**config.mk**
```make
export PLATFORM = sky130hd
export DESIGN_NAME = i2c_dual_addr_slave
export DESIGN_NICKNAME = d
export VERILOG_FILES = /design/src/rtl/dual_addr_pkg.sv /design/src/rtl/das_line_sync.sv /design/src/rtl/das_reg_bank.sv /design/src/rtl/das_addr_rx.sv /design/src/rtl/i2c_dual_addr_slave.sv
export SDC_FILE = /design/constraint.sdc
export NUM_CORES = 1
export LEC_CHECK = 0
export CORE_MARGIN = 2
export CORE_UTILIZATION = 40
export CTS_BUF_LIST = sky130_fd_sc_hd__clkbuf_8
export DETAILED_ROUTE_END_ITERATION = 16
export GPL_TIMING_DRIVEN = 0
export MAX_ROUTING_LAYER = met4
export PLACE_DENSITY_LB_ADDON = 0.25
export SKIP_CTS_REPAIR_TIMING = 1
export SLEW_MARGIN = 20
export SYNTH_ARGS = -nofsm -noshare
export SYNTH_HDL_FRONTEND = slang
export SYNTH_HIERARCHICAL = 1
export SYNTH_SLANG_ARGS = --single-unit
```
**constraint.sdc**
```tcl
create_clock -name clk -period 2.9 [get_ports clk]
set_input_delay 0.58 -clock clk [delete_from_list [all_inputs] [get_ports clk]]
set_output_delay 0.58 -clock clk [all_outputs]
set_load 0.01 [all_outputs]
```
**src/rtl/dual_addr_pkg.sv**
```systemverilog
package dual_addr_pkg;

  localparam int ADDR_BITS = 7;
  localparam int FRAME_BITS = ADDR_BITS + 1;
  localparam int REG_W = 8;

  typedef enum logic [2:0] {
    RX_IDLE,
    RX_ADDR,
    RX_ACK,
    RX_OWNED,
    RX_IGNORE
  } rx_state_t;

  typedef struct packed {
    logic use_first;
    logic use_second;
    logic serial;
  } fmt_t;

  // Two format bits -> which addresses are live.
  function automatic fmt_t decode_fmt(input logic fs_first, input logic fs_second);
    fmt_t f;
    f.serial     = fs_first & fs_second;
    f.use_first  = ~fs_first;
    f.use_second = ~fs_second;
    return f;
  endfunction

  // Compare the address field of a frame with a register's address field.
  function automatic logic addr_hit(input logic [REG_W-1:0] frame,
                                    input logic [REG_W-1:0] slave_reg,
                                    input logic live);
    return live && (frame[REG_W-1:1] == slave_reg[REG_W-1:1]);
  endfunction

endpackage

```
**src/rtl/das_line_sync.sv**
```systemverilog
module das_line_sync #(
  parameter int STAGES = 2
) (
  input  logic clk,
  input  logic rst_n,
  input  logic scl_i,
  input  logic sda_i,
  output logic scl_s,
  output logic sda_s,
  output logic scl_rise,
  output logic scl_fall,
  output logic start_evt,
  output logic stop_evt
);

  logic [STAGES-1:0] scl_pipe;
  logic [STAGES-1:0] sda_pipe;
  logic scl_prev;
  logic sda_prev;

  generate
    if (STAGES == 1) begin : g_one
      always_ff @(posedge clk or negedge rst_n) begin
        if (!rst_n) begin
          scl_pipe <= '1;
          sda_pipe <= '1;
        end else begin
          scl_pipe <= scl_i;
          sda_pipe <= sda_i;
        end
      end
    end else begin : g_many
      always_ff @(posedge clk or negedge rst_n) begin
        if (!rst_n) begin
          scl_pipe <= '1;
          sda_pipe <= '1;
        end else begin
          scl_pipe <= {scl_pipe[STAGES-2:0], scl_i};
          sda_pipe <= {sda_pipe[STAGES-2:0], sda_i};
        end
      end
    end
  endgenerate

  assign scl_s = scl_pipe[STAGES-1];
  assign sda_s = sda_pipe[STAGES-1];

  always_ff @(posedge clk or negedge rst_n) begin
    if (!rst_n) begin
      scl_prev <= 1'b1;
      sda_prev <= 1'b1;
    end else begin
      scl_prev <= scl_s;
      sda_prev <= sda_s;
    end
  end

  assign scl_rise  = scl_s & ~scl_prev;
  assign scl_fall  = ~scl_s & scl_prev;
  assign start_evt = scl_s & scl_prev & sda_prev & ~sda_s;
  assign stop_evt  = scl_s & scl_prev & ~sda_prev & sda_s;

endmodule

```
**src/rtl/das_reg_bank.sv**
```systemverilog
module das_reg_bank
  import dual_addr_pkg::*;
(
  input  logic             clk,
  input  logic             rst_n,
  input  logic [1:0]       reg_addr,
  input  logic             reg_wr,
  input  logic [REG_W-1:0] reg_wdata,
  output logic [REG_W-1:0] reg_rdata,
  output logic             if_en,
  output logic [REG_W-1:0] addr_first,
  output logic [REG_W-1:0] addr_second
);

  localparam logic [1:0] OFS_CTRL   = 2'd0;
  localparam logic [1:0] OFS_FIRST  = 2'd1;
  localparam logic [1:0] OFS_SHARED = 2'd2;
  localparam logic [REG_W-1:0] SECOND_RST = REG_W'(1);

  logic [REG_W-1:0] ctrl_q;
  logic [REG_W-1:0] first_q;
  logic [REG_W-1:0] second_q;
  logic [REG_W-1:0] data_q;

  assign if_en       = ctrl_q[0];
  assign addr_first  = first_q;
  assign addr_second = second_q;

  always_ff @(posedge clk or negedge rst_n) begin
    if (!rst_n) begin
      ctrl_q   <= '0;
      first_q  <= '0;
      second_q <= SECOND_RST;
      data_q   <= '0;
    end else if (reg_wr) begin
      case (reg_addr)
        OFS_CTRL:  ctrl_q  <= reg_wdata;
        OFS_FIRST: first_q <= reg_wdata;
        OFS_SHARED: begin
          if (ctrl_q[0]) data_q   <= reg_wdata;
          else           second_q <= reg_wdata;
        end
        default: ;
      endcase
    end
  end

  always_comb begin
    case (reg_addr)
      OFS_CTRL:   reg_rdata = ctrl_q;
      OFS_FIRST:  reg_rdata = first_q;
      OFS_SHARED: reg_rdata = ctrl_q[0] ? data_q : second_q;
      default:    reg_rdata = '0;
    endcase
  end

endmodule

```
**src/rtl/das_addr_rx.sv**
```systemverilog
module das_addr_rx
  import dual_addr_pkg::*;
(
  input  logic             clk,
  input  logic             rst_n,
  input  logic             enable,
  input  logic             sda_s,
  input  logic             scl_rise,
  input  logic             scl_fall,
  input  logic             start_evt,
  input  logic             stop_evt,
  input  logic [REG_W-1:0] addr_first,
  input  logic [REG_W-1:0] addr_second,
  output logic             serial_mode,
  output logic             frame_done,
  output logic             hit_first,
  output logic             hit_second,
  output logic             sda_oe,
  output logic             match,
  output logic             match_sel,
  output logic             rw_bit
);

  localparam int CNT_W = $clog2(FRAME_BITS + 1);
  localparam logic [CNT_W-1:0] LAST = CNT_W'(FRAME_BITS);

  rx_state_t        state_q;
  logic [CNT_W-1:0] cnt_q;
  logic [REG_W-1:0] shift_q;
  fmt_t             fmt;

  assign fmt         = decode_fmt(addr_first[0], addr_second[0]);
  assign serial_mode = fmt.serial;
  assign frame_done  = (state_q == RX_ADDR) && (cnt_q == LAST);
  assign hit_first   = frame_done && !fmt.serial && addr_hit(shift_q, addr_first, fmt.use_first);
  assign hit_second  = frame_done && !fmt.serial && addr_hit(shift_q, addr_second, fmt.use_second);

  always_ff @(posedge clk or negedge rst_n) begin
    if (!rst_n) begin
      state_q   <= RX_IDLE;
      cnt_q     <= '0;
      shift_q   <= '0;
      sda_oe    <= 1'b0;
      match     <= 1'b0;
      match_sel <= 1'b0;
      rw_bit    <= 1'b0;
    end else if (!enable || stop_evt) begin
      state_q <= RX_IDLE;
      cnt_q   <= '0;
      sda_oe  <= 1'b0;
      match   <= 1'b0;
    end else if (start_evt) begin
      state_q <= RX_ADDR;
      cnt_q   <= '0;
      sda_oe  <= 1'b0;
      match   <= 1'b0;
    end else begin
      case (state_q)
        RX_ADDR: begin
          if (scl_rise && cnt_q != LAST) begin
            shift_q <= {shift_q[REG_W-2:0], sda_s};
            cnt_q   <= cnt_q + 1'b1;
          end else if (scl_fall && cnt_q == LAST) begin
            if (hit_first || hit_second) begin
              state_q   <= RX_ACK;
              sda_oe    <= 1'b1;
              match     <= 1'b1;
              match_sel <= ~hit_first;
              rw_bit    <= shift_q[0];
            end else begin
              state_q <= RX_IGNORE;
            end
          end
        end
        RX_ACK: begin
          if (scl_fall) begin
            sda_oe  <= 1'b0;
            state_q <= RX_OWNED;
          end
        end
        default: ;
      endcase
    end
  end

endmodule

```
**src/rtl/i2c_dual_addr_slave.sv**
```systemverilog
module i2c_dual_addr_slave
  import dual_addr_pkg::*;
#(
  parameter int SYNC_STAGES = 2
) (
  input  logic             clk,
  input  logic             rst_n,
  input  logic             scl_i,
  input  logic             sda_i,
  output logic             sda_oe,
  input  logic [1:0]       reg_addr,
  input  logic             reg_wr,
  input  logic [REG_W-1:0] reg_wdata,
  output logic [REG_W-1:0] reg_rdata,
  output logic             match,
  output logic             match_sel,
  output logic             rw_bit
);

  logic scl_s, sda_s;
  logic scl_rise, scl_fall, start_evt, stop_evt;
  logic if_en;
  logic [REG_W-1:0] addr_first, addr_second;
  logic serial_mode, frame_done, hit_first, hit_second;

  das_line_sync #(.STAGES(SYNC_STAGES)) u_sync (
    .clk(clk), .rst_n(rst_n), .scl_i(scl_i), .sda_i(sda_i),
    .scl_s(scl_s), .sda_s(sda_s), .scl_rise(scl_rise), .scl_fall(scl_fall),
    .start_evt(start_evt), .stop_evt(stop_evt)
  );

  das_reg_bank u_regs (
    .clk(clk), .rst_n(rst_n), .reg_addr(reg_addr), .reg_wr(reg_wr),
    .reg_wdata(reg_wdata), .reg_rdata(reg_rdata), .if_en(if_en),
    .addr_first(addr_first), .addr_second(addr_second)
  );

  das_addr_rx u_rx (
    .clk(clk), .rst_n(rst_n), .enable(if_en), .sda_s(sda_s),
    .scl_rise(scl_rise), .scl_fall(scl_fall), .start_evt(start_evt),
    .stop_evt(stop_evt), .addr_first(addr_first), .addr_second(addr_second),
    .serial_mode(serial_mode), .frame_done(frame_done), .hit_first(hit_first),
    .hit_second(hit_second), .sda_oe(sda_oe), .match(match),
    .match_sel(match_sel), .rw_bit(rw_bit)
  );

  logic unused_scl;
  assign unused_scl = scl_s ^ frame_done;

endmodule

```
==> run_results.csv <==
group,metric,value,unit
timing,setup_viol_count_final,0,
route,per_cell_via_count_in_the_routed_design,5.41,
power_and_ir_drop,power_density,670,nW/µm²
power_and_ir_drop,p_leak,1.55,nW
final_layout,fill_cells,617,
placement,place_ws,-0.276,ns
timing,drv_slew,0,
final_layout,final-instance-count-excl-fill,331,
critical_path,timing.critical_path.required,2.32,ns
outcome,run_status,"completed",
route,initialDrtViolationCount,121,
final_layout,layout-drive-gt1-share,33.1,%
critical_path,worst_setup_path_startpoint,"reg_addr[0]",
placement,port-buffer-count,26,
clock_network,cts_htree_levels,3,
critical_path,crit_path_start_kind,"input port",
power_and_ir_drop,p_seq_share,45.4,%
clock_network,clkSlewWorstSetupHoldPaths,0.06,ns
global_route,first_global_vias,1851,
critical_path,worst_r2r_path_depth,7,
synth,netlist_area,2770,µm²
timing,finalHoldWorstSlack,0.161,ns
global_route,initial_antenna_violation_count,0,
global_route,grt_start_max_net_pins,32,
final_layout,diode_count,0,
clock_network,cts_made_buffers,9,
placement,place_congestion,0.859,
synth,syn-mean-instance-area,13.3,µm²
floorplan,start_util,40.9,%
placement,place_inst,315,
critical_path,worstPathMaxFanout,10,
clock_network,cts-root-to-sink-buffers,2,
final_layout,multi_input_combinational_cell_area,1270,µm²
route,routed-via-count,1791,
final_layout,sequential_cell_area,1440,µm²
floorplan,rows,30,
timing,layout_setup_ws,0.204,ns
critical_path,worst_setup_path_end_kind,"output port",
floorplan,design.die.area,7600,µm²
critical_path,critical_path_end,"reg_rdata[3]",
floorplan,floorplan.core_area,6760,µm²
timing,max_slew.worst_pin.slew,0.642,ns
timing,rsz0062_at_grt,"false",
critical_path,crit-reg2reg-launch,"u_sync/sda_pipe[1]",
power_and_ir_drop,worst_ir_drop_vdd,0.000298,V
global_route,grt_pass1_wl,9.54,mm
synth,mappedNetlistNets,225,
critical_path,timing.rr.end,"u_rx/rw_bit",
floorplan,io_pins,27,
clock_network,clock_sinks,57,
final_layout,final_net_count,263,
global_route,grt-ovfl-total,0,
floorplan,die_height,87.2,µm
timing,slew_headroom,57.1,%
clock_network,cts-root-buf,"clkbuf_8",
timing,min_period,2.70,ns
clock_network,tritoncts,"built",
job,max_cap_viol_count,0,
clock_network,insertion_delay,0.33,ns
synth,synthCells,208,
synth,ys.warnings.count,6,
power_and_ir_drop,p_int,1.68,mW
route,drt.antenna.violating_nets,0,
timing,clock.fmax,0.371,GHz
critical_path,critical_path_class,"in -> out",
final_layout,layout-area-overhead-vs-synth,22.2,%
timing,finalHoldViolCount,0,
power_and_ir_drop,comb_power_share,18.5,%
route,detailed_route_wl,5.72,mm
critical_path,cp_data_arrival_time,2.12,ns
timing,worst_clock_skew,0.00936,ns
route,drt-wirelength-per-cell,17.3,µm
timing,setup_tns,0,ns
route,drtPass1Iterations,4,
route,drc,0,
timing,period_share,93.0,%
power_and_ir_drop,netSwitchingFraction,25.9,%
power_and_ir_drop,netSwitchingPower,0.587,mW
min_path,timing.hold.worst.class,"in -> async",
power_and_ir_drop,clockPowerShare,36.1,%
critical_path,r2r_setup_slack,0.62,ns
global_route,global_route_usage_over_all_layers,17.6,%
placement,hpwlAfterDp,3.81,mm
floorplan,die_w,87.2,µm
==> layout by cell type, fill, tap and decap left out, types with 2 or more instances in the layout <==
master	instances
nor4_1	2
ha_1	2
clkdlybuf4s50_1	23
inv_1	8
o22ai_1	7
buf_6	2
and4b_1	2
dfstp_2	7
xor2_1	16
nand3b_2	2
mux2i_1	15
clkbuf_8	14
o21ai_0	2
nor2_1	11
nand3b_1	2
a21o_1	2
nand3_1	3
dfrtp_1	50
buf_2	2
nand2_1	2
nand4_1	3
mux2_2	40
dlymetal6s2s_1	2
a21oi_1	5
nor2b_1	3
==> metal layers <==
| metal | up-vias | share of wire (%) | track usage, % |
|---|---|---|---|
| met5 | - | 0 | - |
| li1 | 829 | - | - |
| met4 | 0 | 2.4 | 9.37 |
| met3 | 10 | 3.1 | 3.22 |
| met2 | 35 | 43 | 24.6 |
| met1 | 917 | 51 | 24.4 |
==> worst min path at each step <==
stage	start	to
after global routing	rst_n	u_regs/ctrl_q[4]
after floorplan	rst_n	u_regs/addr_first[0]
final	rst_n	u_regs/ctrl_q[4]
after detailed placement	u_sync/scl_pipe[0]	u_sync/scl_pipe[1]
after CTS	rst_n	u_regs/ctrl_q[4]
after global placement	u_sync/sda_pipe[0]	u_sync/sda_pipe[1]
==> registers in the layout, indices dropped and copies added, names as in the netlist <==
signal and flops:
u_sync/sda_pipe 2, u_sync/scl_prev 1, u_rx/rw_bit 1, u_regs/data_q 8
u_sync/sda_prev 1, u_regs/addr_second 8, u_rx/match 1, u_rx/state_q 3
u_rx/match_sel 1, u_regs/addr_first 8, u_rx/shift_q 8, u_regs/ctrl_q 8
u_rx/sda_oe 1, u_sync/scl_pipe 2, u_rx/cnt_q 4
==> critical path: stages <==
cell and delay, ns:
dlymetal6s2s_1 0.22, buf_6 0.21, nand2b_2 0.30, o22ai_1 0.23
clkdlybuf4s50_1 0.56
==> through the flow <==
| stage | utilization (%) | area [µm²] | power (mW) |
|---|---|---|---|
| global placement | 46.3 | 3130 | 1.45 |
| detailed placement | 46.5 | 3140 | 1.46 |
| finish | 50.0 | 3380 | 2.27 |
| CTS | 49.9 | 3370 | 2.30 |
| floorplan | - | 2770 | 1.30 |
| global route | 50.0 | 3380 | 2.39 |
==> power by group through the flow <==
| stage | sequential (mW) | clock, mW | combinational (mW) |
|---|---|---|---|
| 4_1_cts | 1.03 | 0.845 | 0.421 |
| 5_1_grt | 1.05 | 0.882 | 0.458 |
| 3_5_place_dp | 1.04 | 0 | 0.418 |
| 2_1_floorplan | 1.01 | 0 | 0.286 |
| 3_3_place_gp | 1.04 | 0 | 0.409 |
| 6_report | 1.03 | 0.819 | 0.418 |
==> final cells by class <==
cell class                 count  share of cell area, %
buffer                         5                   1.18
clock buffer                  14                   5.70
clock inverter                 2                  0.999
inverter                       7                  0.777
multi-input combinational    139                   37.6
sequential                    57                   42.5
tap                           80                   2.96
timing repair buffer          27                   8.36
(Power assumes the default switching activity.)
